### src/rtl/usb_hs_pkg.sv
package usb_hs_pkg;

   typedef enum logic [1:0] {
      HS_NONE  = 2'b00,
      HS_ACK   = 2'b01,
      HS_NAK   = 2'b10,
      HS_STALL = 2'b11
   } hs_e;

   localparam int BIT_CLR_HALT = 7;
   localparam int BIT_SET_HALT = 6;
   localparam int BIT_ARM      = 2;
   localparam int BIT_FLUSH    = 1;
   localparam int BIT_RESET    = 0;

   typedef struct packed {
      logic clr_halt;
      logic set_halt;
      logic arm;
      logic flush;
      logic rst_ep;
   } ep_cmd_t;

endpackage

### src/rtl/usb_cmd_decode.sv
module usb_cmd_decode
   import usb_hs_pkg::*;
#(
   parameter int NUM_EP = 4,
   parameter int EP_W   = 2,
   parameter int CMD_W  = 16
) (
   input  logic              wr_en,
   input  logic [EP_W-1:0]   wr_ep,
   input  logic [CMD_W-1:0]  wr_data,
   output ep_cmd_t           cmd,
   output logic [NUM_EP-1:0] cmd_hit
);

   localparam logic [CMD_W-1:0] USED_MASK =
      (CMD_W'(1) << BIT_CLR_HALT) | (CMD_W'(1) << BIT_SET_HALT) |
      (CMD_W'(1) << BIT_ARM) | (CMD_W'(1) << BIT_FLUSH) |
      (CMD_W'(1) << BIT_RESET);

   logic unused_rsvd;

   generate
      if (CMD_W <= BIT_CLR_HALT) begin : g_bad_width
         $error("usb_cmd_decode: CMD_W too narrow for the command bits");
      end
   endgenerate

   always_comb begin
      cmd.clr_halt = wr_data[BIT_CLR_HALT];
      cmd.set_halt = wr_data[BIT_SET_HALT];
      cmd.arm      = wr_data[BIT_ARM];
      cmd.flush    = wr_data[BIT_FLUSH];
      cmd.rst_ep   = wr_data[BIT_RESET];
   end

   assign unused_rsvd = ^(wr_data & ~USED_MASK);

   generate
      for (genvar i = 0; i < NUM_EP; i++) begin : g_hit
         assign cmd_hit[i] = wr_en && (wr_ep == EP_W'(i));
      end
   endgenerate

endmodule

### src/rtl/usb_ep_ctrl.sv
module usb_ep_ctrl
   import usb_hs_pkg::*;
#(
   parameter bit IS_ISO = 1'b0,
   parameter bit DBUF   = 1'b0
) (
   input  logic    clk,
   input  logic    rst_n,
   input  logic    cmd_hit,
   input  ep_cmd_t cmd,
   input  logic    tok_hit,
   input  hs_e     tok_hs,
   input  logic    done_hit,
   input  logic    done_in,
   output logic    halt,
   output logic    armed,
   output logic    empty_fg,
   output logic    fg,
   output hs_e     last_hs
);

   localparam bit TWO_BUF = IS_ISO || DBUF;

   logic       halt_q, n_halt;
   logic [1:0] rdy_q, n_rdy;
   logic [1:0] empty_q, n_empty;
   logic       fg_q, n_fg;
   hs_e        last_q, n_last;
   logic       wipe;

   assign wipe = cmd.flush || cmd.rst_ep;

   generate
      if (IS_ISO) begin : g_iso
         assign armed = 1'b1;
      end else begin : g_bulk
         assign armed = rdy_q[fg_q];
      end
   endgenerate

   always_comb begin
      n_halt  = halt_q;
      n_rdy   = rdy_q;
      n_empty = empty_q;
      n_fg    = fg_q;
      n_last  = last_q;
      if (tok_hit)
         n_last = tok_hs;
      if (done_hit && armed) begin
         n_empty[fg_q] = done_in;
         n_rdy[fg_q]   = 1'b0;
         if (TWO_BUF)
            n_fg = ~fg_q;
      end
      if (cmd_hit) begin
         if (wipe) begin
            n_rdy   = 2'b00;
            n_empty = 2'b11;
            n_fg    = 1'b0;
            n_last  = HS_NONE;
         end
         if (!IS_ISO) begin
            if (cmd.rst_ep || cmd.clr_halt)
               n_halt = 1'b0;
            else if (cmd.set_halt)
               n_halt = 1'b1;
            if (cmd.arm && !wipe) begin
               if (!n_rdy[n_fg])
                  n_rdy[n_fg] = 1'b1;
               else if (TWO_BUF)
                  n_rdy[~n_fg] = 1'b1;
            end
         end
      end
   end

   always_ff @(posedge clk) begin
      if (!rst_n) begin
         halt_q  <= 1'b0;
         rdy_q   <= 2'b00;
         empty_q <= 2'b11;
         fg_q    <= 1'b0;
         last_q  <= HS_NONE;
      end else begin
         halt_q  <= n_halt;
         rdy_q   <= n_rdy;
         empty_q <= n_empty;
         fg_q    <= n_fg;
         last_q  <= n_last;
      end
   end

   assign halt     = halt_q;
   assign empty_fg = empty_q[fg_q];
   assign fg       = fg_q;
   assign last_hs  = last_q;

   // clear halt beats set halt in one write
   generate
      if (!IS_ISO) begin : g_halt_chk
         p_clear_wins_r2: assert property (@(posedge clk) disable iff (!rst_n)
            cmd_hit && cmd.set_halt && cmd.clr_halt |=> !halt);
      end
      if (!IS_ISO && !DBUF) begin : g_single_chk
         p_done_disarms_r5: assert property (@(posedge clk) disable iff (!rst_n)
            done_hit && armed && !(cmd_hit && cmd.arm) |=> !armed);
      end
   endgenerate

   p_flush_state_r8: assert property (@(posedge clk) disable iff (!rst_n)
      cmd_hit && wipe |=> empty_fg && !fg && (last_hs == HS_NONE) && (IS_ISO || !armed));

   p_reset_ep_unhalts_r8: assert property (@(posedge clk) disable iff (!rst_n)
      cmd_hit && cmd.rst_ep |=> !halt);

endmodule

### src/rtl/usb_hs_select.sv
module usb_hs_select
   import usb_hs_pkg::*;
#(
   parameter int              NUM_EP   = 4,
   parameter int              EP_W     = 2,
   parameter logic [NUM_EP-1:0] ISO_MASK = '0
) (
   input  logic              clk,
   input  logic              rst_n,
   input  logic              tok_valid,
   input  logic              tok_setup,
   input  logic [EP_W-1:0]   tok_ep,
   input  logic [NUM_EP-1:0] halt_vec,
   input  logic [NUM_EP-1:0] armed_vec,
   output logic [EP_W-1:0]   eff_ep,
   output hs_e               hs_now,
   output logic              hs_valid,
   output logic [1:0]        hs_code
);

   always_comb begin
      eff_ep = tok_setup ? '0 : tok_ep;
      if (tok_setup)
         hs_now = HS_ACK;
      else if (ISO_MASK[eff_ep])
         hs_now = HS_ACK;
      else if (halt_vec[eff_ep])
         hs_now = HS_STALL;
      else if (armed_vec[eff_ep])
         hs_now = HS_ACK;
      else
         hs_now = HS_NAK;
   end

   always_ff @(posedge clk) begin
      if (!rst_n) begin
         hs_valid <= 1'b0;
         hs_code  <= HS_NONE;
      end else begin
         hs_valid <= tok_valid;
         hs_code  <= tok_valid ? hs_now : HS_NONE;
      end
   end

   p_valid_follows_r12: assert property (@(posedge clk) disable iff (!rst_n)
      tok_valid |=> hs_valid && (hs_code != HS_NONE));

   p_idle_quiet_r12: assert property (@(posedge clk) disable iff (!rst_n)
      !tok_valid |=> !hs_valid && (hs_code == HS_NONE));

   p_setup_ack_r10: assert property (@(posedge clk) disable iff (!rst_n)
      tok_valid && tok_setup |=> hs_code == HS_ACK);

endmodule

### src/rtl/usb_ep_handshake.sv
module usb_ep_handshake
   import usb_hs_pkg::*;
#(
   parameter int                    NUM_EP    = 4,
   parameter int                    CMD_W     = 16,
   parameter logic [NUM_EP-1:0]     ISO_MASK  = 4'b1000,
   parameter logic [NUM_EP-1:0]     DBUF_MASK = 4'b0100,
   localparam int                   EP_W      = $clog2(NUM_EP)
) (
   input  logic             clk,
   input  logic             rst_n,
   input  logic             cmd_we,
   input  logic [EP_W-1:0]  cmd_ep,
   input  logic [CMD_W-1:0] cmd_wdata,
   output logic [CMD_W-1:0] cmd_rdata,
   input  logic             tok_valid,
   input  logic             tok_setup,
   input  logic [EP_W-1:0]  tok_ep,
   input  logic             done_valid,
   input  logic [EP_W-1:0]  done_ep,
   input  logic             done_in,
   output logic             hs_valid,
   output logic [1:0]       hs_code,
   input  logic [EP_W-1:0]  stat_ep,
   output logic             stat_halt,
   output logic             stat_armed,
   output logic             stat_empty,
   output logic             stat_fg,
   output logic [1:0]       stat_last
);

   generate
      if (NUM_EP < 2 || NUM_EP != (1 << EP_W)) begin : g_bad_count
         $error("usb_ep_handshake: NUM_EP must be a power of two, at least 2");
      end
      if (ISO_MASK[0]) begin : g_bad_ep0
         $error("usb_ep_handshake: endpoint 0 must be a control endpoint");
      end
   endgenerate

   ep_cmd_t           cmd;
   logic [NUM_EP-1:0] cmd_hit;
   logic [NUM_EP-1:0] halt_vec, armed_vec, empty_vec, fg_vec;
   hs_e               last_arr [NUM_EP];
   logic [EP_W-1:0]   eff_ep;
   hs_e               hs_now;

   assign cmd_rdata = '0;

   usb_cmd_decode #(.NUM_EP(NUM_EP), .EP_W(EP_W), .CMD_W(CMD_W)) u_dec (
      .wr_en   (cmd_we),
      .wr_ep   (cmd_ep),
      .wr_data (cmd_wdata),
      .cmd     (cmd),
      .cmd_hit (cmd_hit)
   );

   usb_hs_select #(.NUM_EP(NUM_EP), .EP_W(EP_W), .ISO_MASK(ISO_MASK)) u_sel (
      .clk       (clk),
      .rst_n     (rst_n),
      .tok_valid (tok_valid),
      .tok_setup (tok_setup),
      .tok_ep    (tok_ep),
      .halt_vec  (halt_vec),
      .armed_vec (armed_vec),
      .eff_ep    (eff_ep),
      .hs_now    (hs_now),
      .hs_valid  (hs_valid),
      .hs_code   (hs_code)
   );

   generate
      for (genvar i = 0; i < NUM_EP; i++) begin : g_ep
         usb_ep_ctrl #(.IS_ISO(ISO_MASK[i]), .DBUF(DBUF_MASK[i])) u_ep (
            .clk      (clk),
            .rst_n    (rst_n),
            .cmd_hit  (cmd_hit[i]),
            .cmd      (cmd),
            .tok_hit  (tok_valid && (eff_ep == EP_W'(i))),
            .tok_hs   (hs_now),
            .done_hit (done_valid && (done_ep == EP_W'(i))),
            .done_in  (done_in),
            .halt     (halt_vec[i]),
            .armed    (armed_vec[i]),
            .empty_fg (empty_vec[i]),
            .fg       (fg_vec[i]),
            .last_hs  (last_arr[i])
         );
      end
   endgenerate

   assign stat_halt  = halt_vec[stat_ep];
   assign stat_armed = armed_vec[stat_ep];
   assign stat_empty = empty_vec[stat_ep];
   assign stat_fg    = fg_vec[stat_ep];
   assign stat_last  = last_arr[stat_ep];

   p_stall_halted_r2: assert property (@(posedge clk) disable iff (!rst_n)
      tok_valid && !tok_setup && !ISO_MASK[tok_ep] && halt_vec[tok_ep]
      |=> hs_code == HS_STALL);

   p_nak_unarmed_r3: assert property (@(posedge clk) disable iff (!rst_n)
      tok_valid && !tok_setup && !ISO_MASK[tok_ep] && !halt_vec[tok_ep] && !armed_vec[tok_ep]
      |=> hs_code == HS_NAK);

   p_iso_ack_r7: assert property (@(posedge clk) disable iff (!rst_n)
      tok_valid && !tok_setup && ISO_MASK[tok_ep] |=> hs_code == HS_ACK);

endmodule

### config.mk
export PLATFORM = sky130hd
export DESIGN_NAME = usb_ep_handshake
export DESIGN_NICKNAME = d
export VERILOG_FILES = /design/src/rtl/usb_hs_pkg.sv /design/src/rtl/usb_cmd_decode.sv /design/src/rtl/usb_ep_ctrl.sv /design/src/rtl/usb_hs_select.sv /design/src/rtl/usb_ep_handshake.sv
export SDC_FILE = /design/constraint.sdc
export NUM_CORES = 1
export LEC_CHECK = 0
export ABC_CLOCK_PERIOD_IN_PS = 2000
export BUFFER_PORTS_ARGS = -buffer_cell sky130_fd_sc_hd__buf_4
export CAP_MARGIN = 10
export CORE_AREA = 2 2 61 63
export DETAILED_ROUTE_END_ITERATION = 8
export DIE_AREA = 0 0 63 65
export PLACE_DENSITY = 0.84
export SLEW_MARGIN = 20
export SYNTH_ARGS = -nofsm -noshare
export SYNTH_HDL_FRONTEND = slang
export SYNTH_SLANG_ARGS = --single-unit
### constraint.sdc
create_clock -name clk -period 2 [get_ports clk]
set_input_delay 0.1 -clock clk [delete_from_list [all_inputs] [get_ports clk]]
set_output_delay 0.1 -clock clk [all_outputs]
set_load 0.1 [all_outputs]
# Word level (Yosys, flattened, before mapping)
# Index checks and enable logic that the tools add are counted.
classes:
  reduce_logical: 35
  mux: 117
  n_eq_ne: 9
  n_lt_le_gt_ge: 19
  bitwise: 14
op_table:
  columns: ["operator", "count"]
  rows:
  - ["$mux 2", 49]
  - ["$mux 1", 48]
  - ["$logic_and 1x1->1", 24]
  - ["$lt 1x2->1 const B", 8]
  - ["$bmux 1 s2", 7]
  - ["$eq 2x2->1 const B", 6]
  - ["$bwmux 2", 4]
  - ["$demux 1 s1", 8]
  - ["$ge 1x1->1 const B", 8]
  - ["$or 2x2->2", 4]
  - ["$reduce_and 2->1", 4]
  - ["$and 2x2->2", 3]
  - ["$eq 2x1->1 const B", 3]
  - ["$logic_not 2->1", 3]
  - ["$lt 2x3->1 const B", 2]
  - ["$not 2->2", 3]
  - ["$bmux 2 s2", 1]
  - ["$ge 3x3->1 const B", 1]
  - ["$not 1->1", 3]
  - ["$not 2->3", 1]
  - ["$logic_or 1x1->1", 2]
  - ["$reduce_bool 2->1", 1]
  - ["$logic_not 1->1", 1]
totals:
  reg_bits: 32
  output_inout_bits: 25
  elab_cells: 214
  in_bits: 31

# Logic depth before layout (Yosys ltp)
# Gate-level depths: netlist of the first run.
logic_depth:
  depth_word: 15
  depth_mapped: 5
  ltp_nobuf: 4

# By module
# Synthesis of the first run repeated with hierarchy kept, for this count alone.
hier_totals:
  hier_cells: 207
  area_unflattened_um2: 1959.4
by_module_without_submodules:
  columns: ["mod", "n_inst", "area_each_um2", "cells_per_inst", "seq_area_each_um2"]
  rows:
  - ["usb_ep_ctrl (g_ep[2].u_ep)", 1, 377.9, 42, 160.2]
  - ["usb_ep_ctrl (g_ep[1].u_ep)", 1, 366.6, 37, 160.2]
  - ["usb_ep_handshake", 1, 332.8, 32, 0.0]
  - ["usb_ep_ctrl (g_ep[0].u_ep)", 1, 326.6, 36, 160.2]
  - ["usb_ep_ctrl (g_ep[3].u_ep)", 1, 244.0, 27, 100.1]
  - ["usb_hs_select", 1, 236.5, 24, 60.1]
  - ["usb_cmd_decode", 1, 75.1, 9, 0.0]

# Least setup slack after synthesis of the first run
# Ideal clock, no wire load.
synth_timing:
  path_type: "flip-flop to output port"
  start: "register g_ep[0].u_ep.fg_q"
  end: "output stat_armed"
  setup_slack_ns: -1.008
  path_stages_with_launch: 5
  t_arrival_ns: 2.908
  required_time_ns: 1.900
  path_buffers: 1
  path_cell_list: "dfxtp_1 > buf_2 > mux2i_1 > mux2_2 > o21ai_0"
synth_between:
  elab_chain_cells: 4
synth_lines:
  columns: ["item", "line_no", "source"]
  rows:
  - ["from (decl)", "usb_ep_ctrl.sv:27", "logic fg_q, n_fg;"]
  - ["from (signal assigned)", "usb_ep_ctrl.sv:88", "fg_q <= n_fg;"]
  - ["$mux 1 (implied by the code) (2 in a row)", "usb_ep_ctrl.sv:37", "assign armed = rdy_q[fg_q];"]
  - ["$bmux 1 s2", "usb_ep_handshake.sv:93", "assign stat_armed = armed_vec[stat_ep];"]
  - ["$mux 1 (implied by the code)", "usb_ep_handshake.sv:93", null]
  - ["to (decl)", "usb_ep_handshake.sv:26", "output logic stat_armed,"]
# No other way between the ends. The select of a mux whose other input is x is not followed.

# Worst setup path in the final report of the first run
layout_timing:
  start: "register g_ep[1].u_ep.fg_q"
  end: "output stat_empty"
layout_between:
  elab_chain_cells: 4
layout_lines:
  columns: ["item", "line_no", "source"]
  rows:
  - ["from (decl)", "usb_ep_ctrl.sv:27", null]
  - ["from (signal assigned)", "usb_ep_ctrl.sv:88", null]
  - ["$mux 1 (implied by the code) (2 in a row)", "usb_ep_ctrl.sv:94", "assign empty_fg = empty_q[fg_q];"]
  - ["$bmux 1 s2", "usb_ep_handshake.sv:94", "assign stat_empty = empty_vec[stat_ep];"]
  - ["$mux 1 (implied by the code)", "usb_ep_handshake.sv:94", null]
  - ["to (decl)", "usb_ep_handshake.sv:27", "output logic stat_empty,"]
# No other way between the ends. The select of a mux whose other input is x is not followed.

==> report_table.html, run 1 <==
<table>
<tr><th>Metric</th><th>Value</th></tr>
<tr><th colspan="2">Pwr</th></tr>
<tr><td>Power Dens Cells</td><td>a little under 700 nW/um^2</td></tr>
<tr><td>Clock share of power</td><td>roughly 28%</td></tr>
<tr><td>Share of total power in sequential cells</td><td>47.1%</td></tr>
<tr><td>Switching power</td><td>~500 uW</td></tr>
<tr><td>Combinational Power Share</td><td>between 20% and 30%</td></tr>
<tr><td>Max VDD drop</td><td>0.392 mV</td></tr>
<tr><td>Internal power summed over all cells</td><td>between 900 and 1000 uW</td></tr>
<tr><td>Switching share of power</td><td>35.5%</td></tr>
<tr><td>Leak pwr</td><td>approximately 0.00081 uW</td></tr>
<tr><th colspan="2">Routing</th></tr>
<tr><td>Met3 Wirelength</td><td>between 150 and 200 um</td></tr>
<tr><td>Detailed-route via count</td><td>1483</td></tr>
<tr><td>Detailed-routed wire length on met2</td><td>between 1500 and 2000 um</td></tr>
<tr><td>Number of nets with antenna violations after detailed routing</td><td>0</td></tr>
<tr><td>Detailed Route WL</td><td>between 3000 and 4000 um</td></tr>
<tr><td>Average via count per standard cell</td><td>approximately 5.5</td></tr>
<tr><td>Routed length per instance</td><td>13.0 um</td></tr>
<tr><td>Wire length on met1</td><td>1580 um</td></tr>
<tr><td>Number of design-rule violations left by the first detailed-router iteration</td><td>52</td></tr>
<tr><td>DRC violations left</td><td>0</td></tr>
<tr><td>Highest layer used for signal routing</td><td>met4</td></tr>
<tr><td>Drt pass-1 iters</td><td>5</td></tr>
<tr><th colspan="2">Worst hold path</th></tr>
<tr><td>Path class of the lowest-slack min-delay path</td><td>input port to register</td></tr>
<tr><th colspan="2">Logic synthesis</th></tr>
<tr><td>Area of the mapped netlist</td><td>1790 um^2</td></tr>
<tr><td>Asr flop ratio synth</td><td>0%</td></tr>
<tr><td>Portion of the post-synthesis area used by sequential elements</td><td>~36%</td></tr>
<tr><td>Number of flops mapped to enable cells by yosys</td><td>0</td></tr>
<tr><td>Number of storage elements in the synthesis netlist</td><td>32</td></tr>
<tr><td>Top flip-flop cell by instance count after synthesis</td><td>sky130_fd_sc_hd__dfxtp_1</td></tr>
<tr><td>Mean instance size in the synthesized netlist</td><td>between 9 and 10 um^2</td></tr>
<tr><td>Number of instances in the synthesized netlist</td><td>between 150 and 200</td></tr>
<tr><td>Count of synthesis-stage warnings from yosys</td><td>0</td></tr>
<tr><td>Count of distinct cell types in the synthesized netlist</td><td>53</td></tr>
<tr><th colspan="2">Clock tree</th></tr>
<tr><td>Clock sinks</td><td>32</td></tr>
<tr><td>Clock latency on the worst-skew pair</td><td>between 300 and 400 ps</td></tr>
<tr><td>Buffer cell driving the clock tree root</td><td>sky130_fd_sc_hd__clkbuf_4</td></tr>
<tr><td>TritonCTS clock tree</td><td>done</td></tr>
<tr><td>Hold bufs inserted after CTS</td><td>0</td></tr>
<tr><td>Number of buffers inserted during clock tree synthesis</td><td>5</td></tr>
<tr><td>Clock-pin slew reported for the worst setup and hold paths after clock tree synthesis</td><td>100 ps</td></tr>
<tr><td>Maximum root-to-sink buffer count</td><td>2</td></tr>
<tr><td>Number of H-tree levels</td><td>2</td></tr>
<tr><th colspan="2">STA</th></tr>
<tr><td>Share of the clock period used by the worst path</td><td>roughly 93%</td></tr>
<tr><td>Worst slew slack as a fraction of its limit</td><td>a little under two thirds</td></tr>
<tr><td>Hold Slack</td><td>between 10 and 15 ps</td></tr>
<tr><td>Total of endpoints with negative setup slack in the final report</td><td>0</td></tr>
<tr><td>Fin. max-slew vios</td><td>0</td></tr>
<tr><td>Number of hold violations in the final report</td><td>0</td></tr>
<tr><td>Setup TNS</td><td>0 ps</td></tr>
<tr><td>Actual transition at the worst max-transition pin</td><td>548 ps</td></tr>
<tr><td>Final period demand of the worst path</td><td>about 1900 ps</td></tr>
<tr><td>Skew final</td><td>~7.7 ps</td></tr>
<tr><td>Highest attainable clock frequency</td><td>about 530 MHz</td></tr>
<tr><td>Setup repair after global routing missed its margin</td><td>no</td></tr>
<tr><th colspan="2">Die</th></tr>
<tr><td>Die Footprint</td><td>slightly above 4000 um^2</td></tr>
<tr><td>Rows</td><td>22</td></tr>
<tr><td># IOs</td><td>56</td></tr>
<tr><td>Core Footprint</td><td>3500 um^2</td></tr>
<tr><td>Die Span X</td><td>63 um</td></tr>
<tr><td>Y dimension of the die</td><td>roughly 65 um</td></tr>
<tr><td>Effective utilization at floorplan</td><td>around half</td></tr>
<tr><th colspan="2">Setup path</th></tr>
<tr><td>CP Data Arrival Time</td><td>between 1500 and 2000 ps</td></tr>
<tr><td>Critical Setup Path Class</td><td>register to primary output</td></tr>
<tr><td>Critical path data required time</td><td>1900 ps</td></tr>
<tr><td>Highest fanout seen on the critical path</td><td>9</td></tr>
<tr><td>Capturing element type of the critical path</td><td>primary output</td></tr>
<tr><td>Type of origin of the critical path</td><td>register</td></tr>
<tr><th colspan="2">Layout</th></tr>
<tr><td>Total inserted antenna cells</td><td>0</td></tr>
<tr><td>Area occupied by registers</td><td>roughly 640 um^2</td></tr>
<tr><td>Area growth from synthesis to layout</td><td>13.3%</td></tr>
<tr><td>Final net count</td><td>between 200 and 300</td></tr>
<tr><td>Fill cell total of the finished layout</td><td>approximately 340</td></tr>
<tr><td>Footprint of the multi-input gates</td><td>between 1000 and 1500 um^2</td></tr>
<tr><td>Fraction of layout instances using a drive strength above 1</td><td>roughly 25%</td></tr>
<tr><th colspan="2">GRT</th></tr>
<tr><td>Wire length of the first global-routing pass</td><td>5620 um</td></tr>
<tr><td>Grt ovf</td><td>0</td></tr>
<tr><td>Global-route total usage across every layer</td><td>18.0%</td></tr>
<tr><td>Largest net degree at the start of global routing</td><td>12</td></tr>
<tr><td>Initial antenna violation count</td><td>0</td></tr>
<tr><td>Via count of the first global-routing pass</td><td>1231</td></tr>
<tr><th colspan="2">Place</th></tr>
<tr><td>Estimated wirelength of the detail-placed design</td><td>around 2700 um</td></tr>
<tr><td>Number of port buffers</td><td>28</td></tr>
<tr><td>RD Place Congestion</td><td>roughly 0.87</td></tr>
<tr><th colspan="2">Job</th></tr>
<tr><td>Max cap viols</td><td>0</td></tr>
<tr><th colspan="2">Status</th></tr>
<tr><td>Outcome</td><td>completed</td></tr>
</table>
-- per-stage QoR --
step | cell area [um^2] | setup slack (ps) | instances | power [uW] | util (%)
6_report | 2020 | 130 | 271 | 1400 | 57.9
5_1_grt | 2020 | 55.4 | 271 | 1460 | 57.9
4_1_cts | 2020 | 42.1 | 271 | 1410 | 57.9
3_5_place_dp | 1960 | 422 | 263 | 1030 | 56.2
3_3_place_gp | 1960 | 429 | 263 | 1030 | 56.2
2_1_floorplan | 1850 | 273 | 210 | 977 | -
-- path summary, 6_finish.rpt --
kind | from | endpoint | slack (ps) | cells after the start
worst min register to register | g_ep[3].u_ep.last_hs[0] | g_ep[3].u_ep.last_hs[0] | 470 | 2
worst max-delay path | g_ep[1].u_ep.fg | stat_empty | 130 | 4
worst min-delay path | cmd_wdata[6] | g_ep[2].u_ep.halt | 10 | 3
worst max register to register | g_ep[1].u_ep.fg | g_ep[0].u_ep.last_hs[0] | 470 | 3
-- cell usage in the layout, fill, tap and decap left out, types with 3 or more instances in the layout --
cell type and count:
sky130_fd_sc_hd__buf_4 28, sky130_fd_sc_hd__a21oi_1 11, sky130_fd_sc_hd__nand3_1 6, sky130_fd_sc_hd__o21a_1 4, sky130_fd_sc_hd__nor3b_1 3, sky130_fd_sc_hd__clkbuf_4 5, sky130_fd_sc_hd__o21ai_0 14, sky130_fd_sc_hd__nand2_1 16
sky130_fd_sc_hd__nor2_1 12, sky130_fd_sc_hd__dfxtp_1 31, sky130_fd_sc_hd__mux4_2 3, sky130_fd_sc_hd__o211ai_1 5, sky130_fd_sc_hd__conb_1 16, sky130_fd_sc_hd__a31oi_1 3, sky130_fd_sc_hd__mux2i_1 12, sky130_fd_sc_hd__inv_1 9
-- cells by family after synthesis --
kind of cell    after synthesis  share of synthesized area [%]
simple gates                 58                           18.3
compound gates               53                           20.9
flops                        32                           35.9
buf+inv                      32                           10.8
mux                          18                           13.4
xor+xnor                      1                          0.490
other cells                   1                          0.210
-- power by group through the flow --
stage	registers [uW]	logic [uW]	clock network (uW)
global placement	676	351	0
global route	664	371	421
detailed placement	677	353	0
CTS	662	354	396
floorplan	696	281	0
finish	662	353	390
-- sequential cells by signal, summed over array words and instances (netlist names) --
| signal | count |
|---|---|
| g_ep.u_ep.fg | 4 |
| g_ep.u_ep.empty_q | 8 |
| g_ep.u_ep.last_hs | 8 |
| g_ep.u_ep.rdy_q | 6 |
| g_ep.u_ep.halt | 3 |
| u_sel.hs_valid | 1 |
| u_sel.hs_code | 2 |
-- metal layers --
layer	vias up	GRT usage (%)
met2	44	30.1
li1	732	-
met4	0	8.33
met3	7	4.34
met1	700	22.0
met5	-	0
-- cell usage after synthesis, types with 2 or more instances --
| cell | n | area [um^2] |
|---|---|---|
| sky130_fd_sc_hd__inv_1 | 9 | 33.8 |
| sky130_fd_sc_hd__nand2b_1 | 2 | 12.5 |
| sky130_fd_sc_hd__o211ai_1 | 5 | 37.5 |
| sky130_fd_sc_hd__mux4_2 | 3 | 67.6 |
| sky130_fd_sc_hd__buf_2 | 3 | 15.0 |
| sky130_fd_sc_hd__nor2_1 | 12 | 45.0 |
| sky130_fd_sc_hd__nand4b_1 | 2 | 17.5 |
| sky130_fd_sc_hd__nand3b_1 | 2 | 15.0 |
| sky130_fd_sc_hd__nand2_1 | 16 | 60.1 |
| sky130_fd_sc_hd__a21oi_1 | 11 | 55.1 |
| sky130_fd_sc_hd__buf_4 | 16 | 120 |
| sky130_fd_sc_hd__o21ai_0 | 15 | 75.1 |
| sky130_fd_sc_hd__clkbuf_1 | 2 | 7.51 |
| sky130_fd_sc_hd__nand4_1 | 2 | 12.5 |
| sky130_fd_sc_hd__o21a_1 | 4 | 30.0 |
| sky130_fd_sc_hd__dfxtp_1 | 32 | 641 |
| sky130_fd_sc_hd__mux2i_1 | 12 | 120 |
| sky130_fd_sc_hd__a31oi_1 | 3 | 18.8 |
| sky130_fd_sc_hd__o32ai_1 | 2 | 17.5 |
| sky130_fd_sc_hd__nor3b_1 | 3 | 22.5 |
| sky130_fd_sc_hd__a211oi_2 | 2 | 25.0 |
| sky130_fd_sc_hd__nand3_1 | 6 | 30.0 |
-- repair_timing --
action	4_1_cts	5_1_grt
setup endpoints to repair	0	1
resized for setup	0	1
buffers inserted	0	0
-- layout make-up --
class	count	share of cell area, %
flip-flops and latches	32	31.7
repair buffers	28	10.4
multi-input cells	146	50.4
inverters	9	1.67
well taps	48	2.97
clock buffers	8	2.90
-- critical path, cell delays in order (launching register included) --
cell and delay (ps):
sky130_fd_sc_hd__dfxtp_1 510, sky130_fd_sc_hd__mux2i_1 120, sky130_fd_sc_hd__mux4_2 470, sky130_fd_sc_hd__inv_1 70, sky130_fd_sc_hd__buf_4 280
Note: power is estimated with default switching activity, not from simulation.
==> run 2: changes to the inputs <==
CORE_AREA = 2 2 59 61   (was 2 2 61 63)
CTS_BUF_LIST = sky130_fd_sc_hd__clkbuf_8   (was not set)
DIE_AREA = 0 0 61 63   (was 0 0 63 65)
PLACE_DENSITY = 0.89   (was 0.84)
SETUP_SLACK_MARGIN = 0.3   (was not set)
==> report_table.html, run 2 (synthesized netlist as in run 1, its figures left out) <==
<table>
<tr><th>Metric</th><th>Value</th></tr>
<tr><th colspan="2">Setup path</th></tr>
<tr><td>RR Startpoint</td><td>g_ep[1].u_ep.fg</td></tr>
<tr><td>CP Data Arrival Time</td><td>1540 ps (-230 ps)</td></tr>
<tr><td>Critical path data required time</td><td>1900 ps (about the same)</td></tr>
<tr><td>Capturing element type of the critical path</td><td>primary output</td></tr>
<tr><td>Slowest-stage cell, CP</td><td>sky130_fd_sc_hd__mux4_2</td></tr>
<tr><td>Largest incremental delay on the critical path</td><td>480 ps (-30 ps)</td></tr>
<tr><td>R2r worst-path depth</td><td>3 (unchanged)</td></tr>
<tr><td>Critical Setup Path Class</td><td>register to primary output</td></tr>
<tr><td>Cell breakdown of the critical path</td><td>mux2i_1 -&gt; mux4_2 -&gt; clkinvlp_4 -&gt; buf_12</td></tr>
<tr><td>Type of origin of the critical path</td><td>register</td></tr>
<tr><td>End of the worst register-to-register path</td><td>g_ep[0].u_ep.last_hs[0]</td></tr>
<tr><td>Highest fanout seen on the critical path</td><td>8 (-1)</td></tr>
<tr><td>Worst R2R Setup Slack</td><td>570 ps (+100 ps)</td></tr>
<tr><th colspan="2">STA</th></tr>
<tr><td>Worst slew slack as a fraction of its limit</td><td>61.0% (-2.4 points)</td></tr>
<tr><td>Final period demand of the worst path</td><td>1640 ps (-225 ps)</td></tr>
<tr><td>Hold Slack</td><td>58.3 ps (+47.8 ps)</td></tr>
<tr><td>Fin. max-slew vios</td><td>0 (unchanged)</td></tr>
<tr><td>Total of endpoints with negative setup slack in the final report</td><td>0 (unchanged)</td></tr>
<tr><td>Actual transition at the worst max-transition pin</td><td>583 ps (+35.8 ps)</td></tr>
<tr><td>Share of the clock period used by the worst path</td><td>82.2% (-11 points)</td></tr>
<tr><td>Number of hold violations in the final report</td><td>0 (unchanged)</td></tr>
<tr><td>Setup repair after global routing missed its margin</td><td>yes</td></tr>
<tr><td>Setup TNS</td><td>0 ps (unchanged)</td></tr>
<tr><td>Skew final</td><td>9.33 ps (+1.59 ps)</td></tr>
<tr><td>Highest attainable clock frequency</td><td>608 MHz (+14%)</td></tr>
<tr><th colspan="2">Die</th></tr>
<tr><td>Core Footprint</td><td>3230 um^2 (-7.6%)</td></tr>
<tr><td>Effective utilization at floorplan</td><td>55.3% (+4.2 points)</td></tr>
<tr><td>Die Footprint</td><td>3840 um^2 (-6.2%)</td></tr>
<tr><td>Rows</td><td>21 (-4.5%)</td></tr>
<tr><td>Y dimension of the die</td><td>63 um (-3.1%)</td></tr>
<tr><td>Die Span X</td><td>61 um (-3.2%)</td></tr>
<tr><td># IOs</td><td>56 (unchanged)</td></tr>
<tr><th colspan="2">Layout</th></tr>
<tr><td>Total inserted antenna cells</td><td>0 (unchanged)</td></tr>
<tr><td>Area growth from synthesis to layout</td><td>18.1%</td></tr>
<tr><td>Area occupied by registers</td><td>654 um^2 (+1.9%)</td></tr>
<tr><td>Count of non-filler cells in the finished layout</td><td>270 (-0.37%)</td></tr>
<tr><td>Final net count</td><td>254 (+0.40%)</td></tr>
<tr><td>Fraction of layout instances using a drive strength above 1</td><td>28.1% (+3.0 points)</td></tr>
<tr><td>Footprint of the multi-input gates</td><td>1020 um^2 (unchanged)</td></tr>
<tr><td>Fill cell total of the finished layout</td><td>283 (-16%)</td></tr>
<tr><td>Highest-count cells in the layout ignoring fill and taps</td><td>27 x sky130_fd_sc_hd__dfxtp_1, 27 x sky130_fd_sc_hd__buf_4, 16 x sky130_fd_sc_hd__nand2_1, 16 x sky130_fd_sc_hd__conb_1, 14 x sky130_fd_sc_hd__o21ai_0</td></tr>
<tr><th colspan="2">Status</th></tr>
<tr><td>Outcome</td><td>completed</td></tr>
<tr><th colspan="2">Pwr</th></tr>
<tr><td>Internal power summed over all cells</td><td>1100 uW (+21%)</td></tr>
<tr><td>Share of total power in sequential cells</td><td>40.6% (-6.5 points)</td></tr>
<tr><td>Max VDD drop</td><td>0.502 mV (+28%)</td></tr>
<tr><td>Power Dens Cells</td><td>769 nW/um^2 (+11%)</td></tr>
<tr><td>Clock share of power</td><td>37.4% (+9.6 points)</td></tr>
<tr><td>Leak pwr</td><td>0.000853 uW (+5.2%)</td></tr>
<tr><td>Switching share of power</td><td>32.5% (-3.0 points)</td></tr>
<tr><td>Switching power</td><td>528 uW (+5.8%)</td></tr>
<tr><td>Combinational Power Share</td><td>22.1% (-3.0 points)</td></tr>
<tr><th colspan="2">Routing</th></tr>
<tr><td>Number of design-rule violations left by the first detailed-router iteration</td><td>88 (+69%)</td></tr>
<tr><td>Detailed Route WL</td><td>3750 um (+5.9%)</td></tr>
<tr><td>Routed length per instance</td><td>13.9 um (+6.3%)</td></tr>
<tr><td>Detailed-route via count</td><td>1490 (+0.47%)</td></tr>
<tr><td>DRC violations left</td><td>0 (unchanged)</td></tr>
<tr><td>Average via count per standard cell</td><td>5.52 (+0.84%)</td></tr>
<tr><td>Number of nets with antenna violations after detailed routing</td><td>0 (unchanged)</td></tr>
<tr><td>Drt pass-1 iters</td><td>4 (-1)</td></tr>
<tr><th colspan="2">Place</th></tr>
<tr><td>Number of port buffers</td><td>28 (unchanged)</td></tr>
<tr><td>RD Place Congestion</td><td>0.841 (-2.9%)</td></tr>
<tr><td>Estimated wirelength of the detail-placed design</td><td>2790 um (+2.0%)</td></tr>
<tr><td>Post-placement cell count</td><td>261 (-0.76%)</td></tr>
<tr><th colspan="2">Clock tree</th></tr>
<tr><td>Clock latency on the worst-skew pair</td><td>290 ps (-50 ps)</td></tr>
<tr><td>TritonCTS clock tree</td><td>done</td></tr>
<tr><td>Number of H-tree levels</td><td>2 (unchanged)</td></tr>
<tr><td>Buffer cell driving the clock tree root</td><td>sky130_fd_sc_hd__clkbuf_8</td></tr>
<tr><td>Clock-pin slew reported for the worst setup and hold paths after clock tree synthesis</td><td>70 ps (-30 ps)</td></tr>
<tr><td>Number of buffers inserted during clock tree synthesis</td><td>5 (unchanged)</td></tr>
<tr><td>Maximum root-to-sink buffer count</td><td>2 (unchanged)</td></tr>
<tr><td>Clock sinks</td><td>32 (unchanged)</td></tr>
<tr><th colspan="2">Worst hold path</th></tr>
<tr><td>Path class of the lowest-slack min-delay path</td><td>input port to register</td></tr>
<tr><td>Number of stages on the worst hold path</td><td>3 (unchanged)</td></tr>
<tr><td>Origin of the worst min-delay path</td><td>done_in</td></tr>
<tr><td>Hold path endpoint</td><td>g_ep[2].u_ep.empty_q[0]</td></tr>
<tr><th colspan="2">GRT</th></tr>
<tr><td>Grt ovf</td><td>0 (unchanged)</td></tr>
<tr><td>Via count of the first global-routing pass</td><td>1408 (+14%)</td></tr>
<tr><td>Initial antenna violation count</td><td>0 (unchanged)</td></tr>
<tr><td>Global-route total usage across every layer</td><td>21.9% (+3.9 points)</td></tr>
<tr><td>Wire length of the first global-routing pass</td><td>6230 um (+11%)</td></tr>
<tr><td>Largest net degree at the start of global routing</td><td>12 (unchanged)</td></tr>
<tr><th colspan="2">Job</th></tr>
<tr><td>Max cap viols</td><td>0 (unchanged)</td></tr>
</table>
[run 2: worst max-delay path, delay by kind of cell (launching register included)]
family                 cells  cell delay, ps
multiplexers               2             610
flip-flops                 1             380
buffers and inverters      2             260
[run 2: how the worst max path moves through the flow]
stage | end | slack (ps) | startpoint | cells past startpoint
3_3_place_gp | stat_empty | 420 | g_ep[2].u_ep.fg | 4
5_1_grt | stat_empty | 290 | g_ep[2].u_ep.fg | 4
2_1_floorplan | stat_armed | 270 | g_ep[0].u_ep.fg | 4
3_5_place_dp | stat_empty | 420 | g_ep[2].u_ep.fg | 4
6_report | stat_empty | 360 | g_ep[2].u_ep.fg | 4
4_1_cts | stat_armed | 300 | g_ep[1].u_ep.fg | 4
[run 2: cell type report]
class / instances / area share (%)
Multi-Input combinational cell: 146 / 48.3
Sequential cell: 32 / 31.0
Timing Repair Buffer: 29 / 11.1
Clock buffer: 5 / 3.26
Tap cell: 46 / 2.73
Clock inverter: 3 / 1.84
Inverter: 9 / 1.78
[run 2: what timing repair did]
item / CTS / global route
endpoints found under the setup margin: 2 / 2
hold buffers: 0 / 0
buffers inserted: 0 / 1
resized for setup: 6 / 6
[run 2: stage by stage]
stage	utilization, %	total power [uW]	worst slack [ps]	cell area [um^2]
floorplan	-	978	273	1860
global placement	60.8	1030	416	1970
detailed placement	60.8	1030	419	1970
CTS	64.5	1620	301	2080
global route	65.3	1680	294	2110
finish	65.3	1620	355	2110
[run 2: metal layers]
layer / wire length [um] / up-vias / GRT usage, % / share of wire, %
li1: - / 729 / - / -
met1: 1590 / 697 / 27.3 / 42
met2: 1830 / 55 / 32.5 / 49
met3: 243 / 9 / 7.66 / 6.5
met4: 81 / 0 / 11.4 / 2.2
met5: 0 / - / 0 / 0
[run 2: power by group through the flow]
stage	sequential [uW]	combinational [uW]	clock, uW
after floorplan	696	281	0
after global placement	677	351	0
after detailed placement	677	353	0
after CTS	662	354	608
after global routing	661	377	645
final	659	358	607
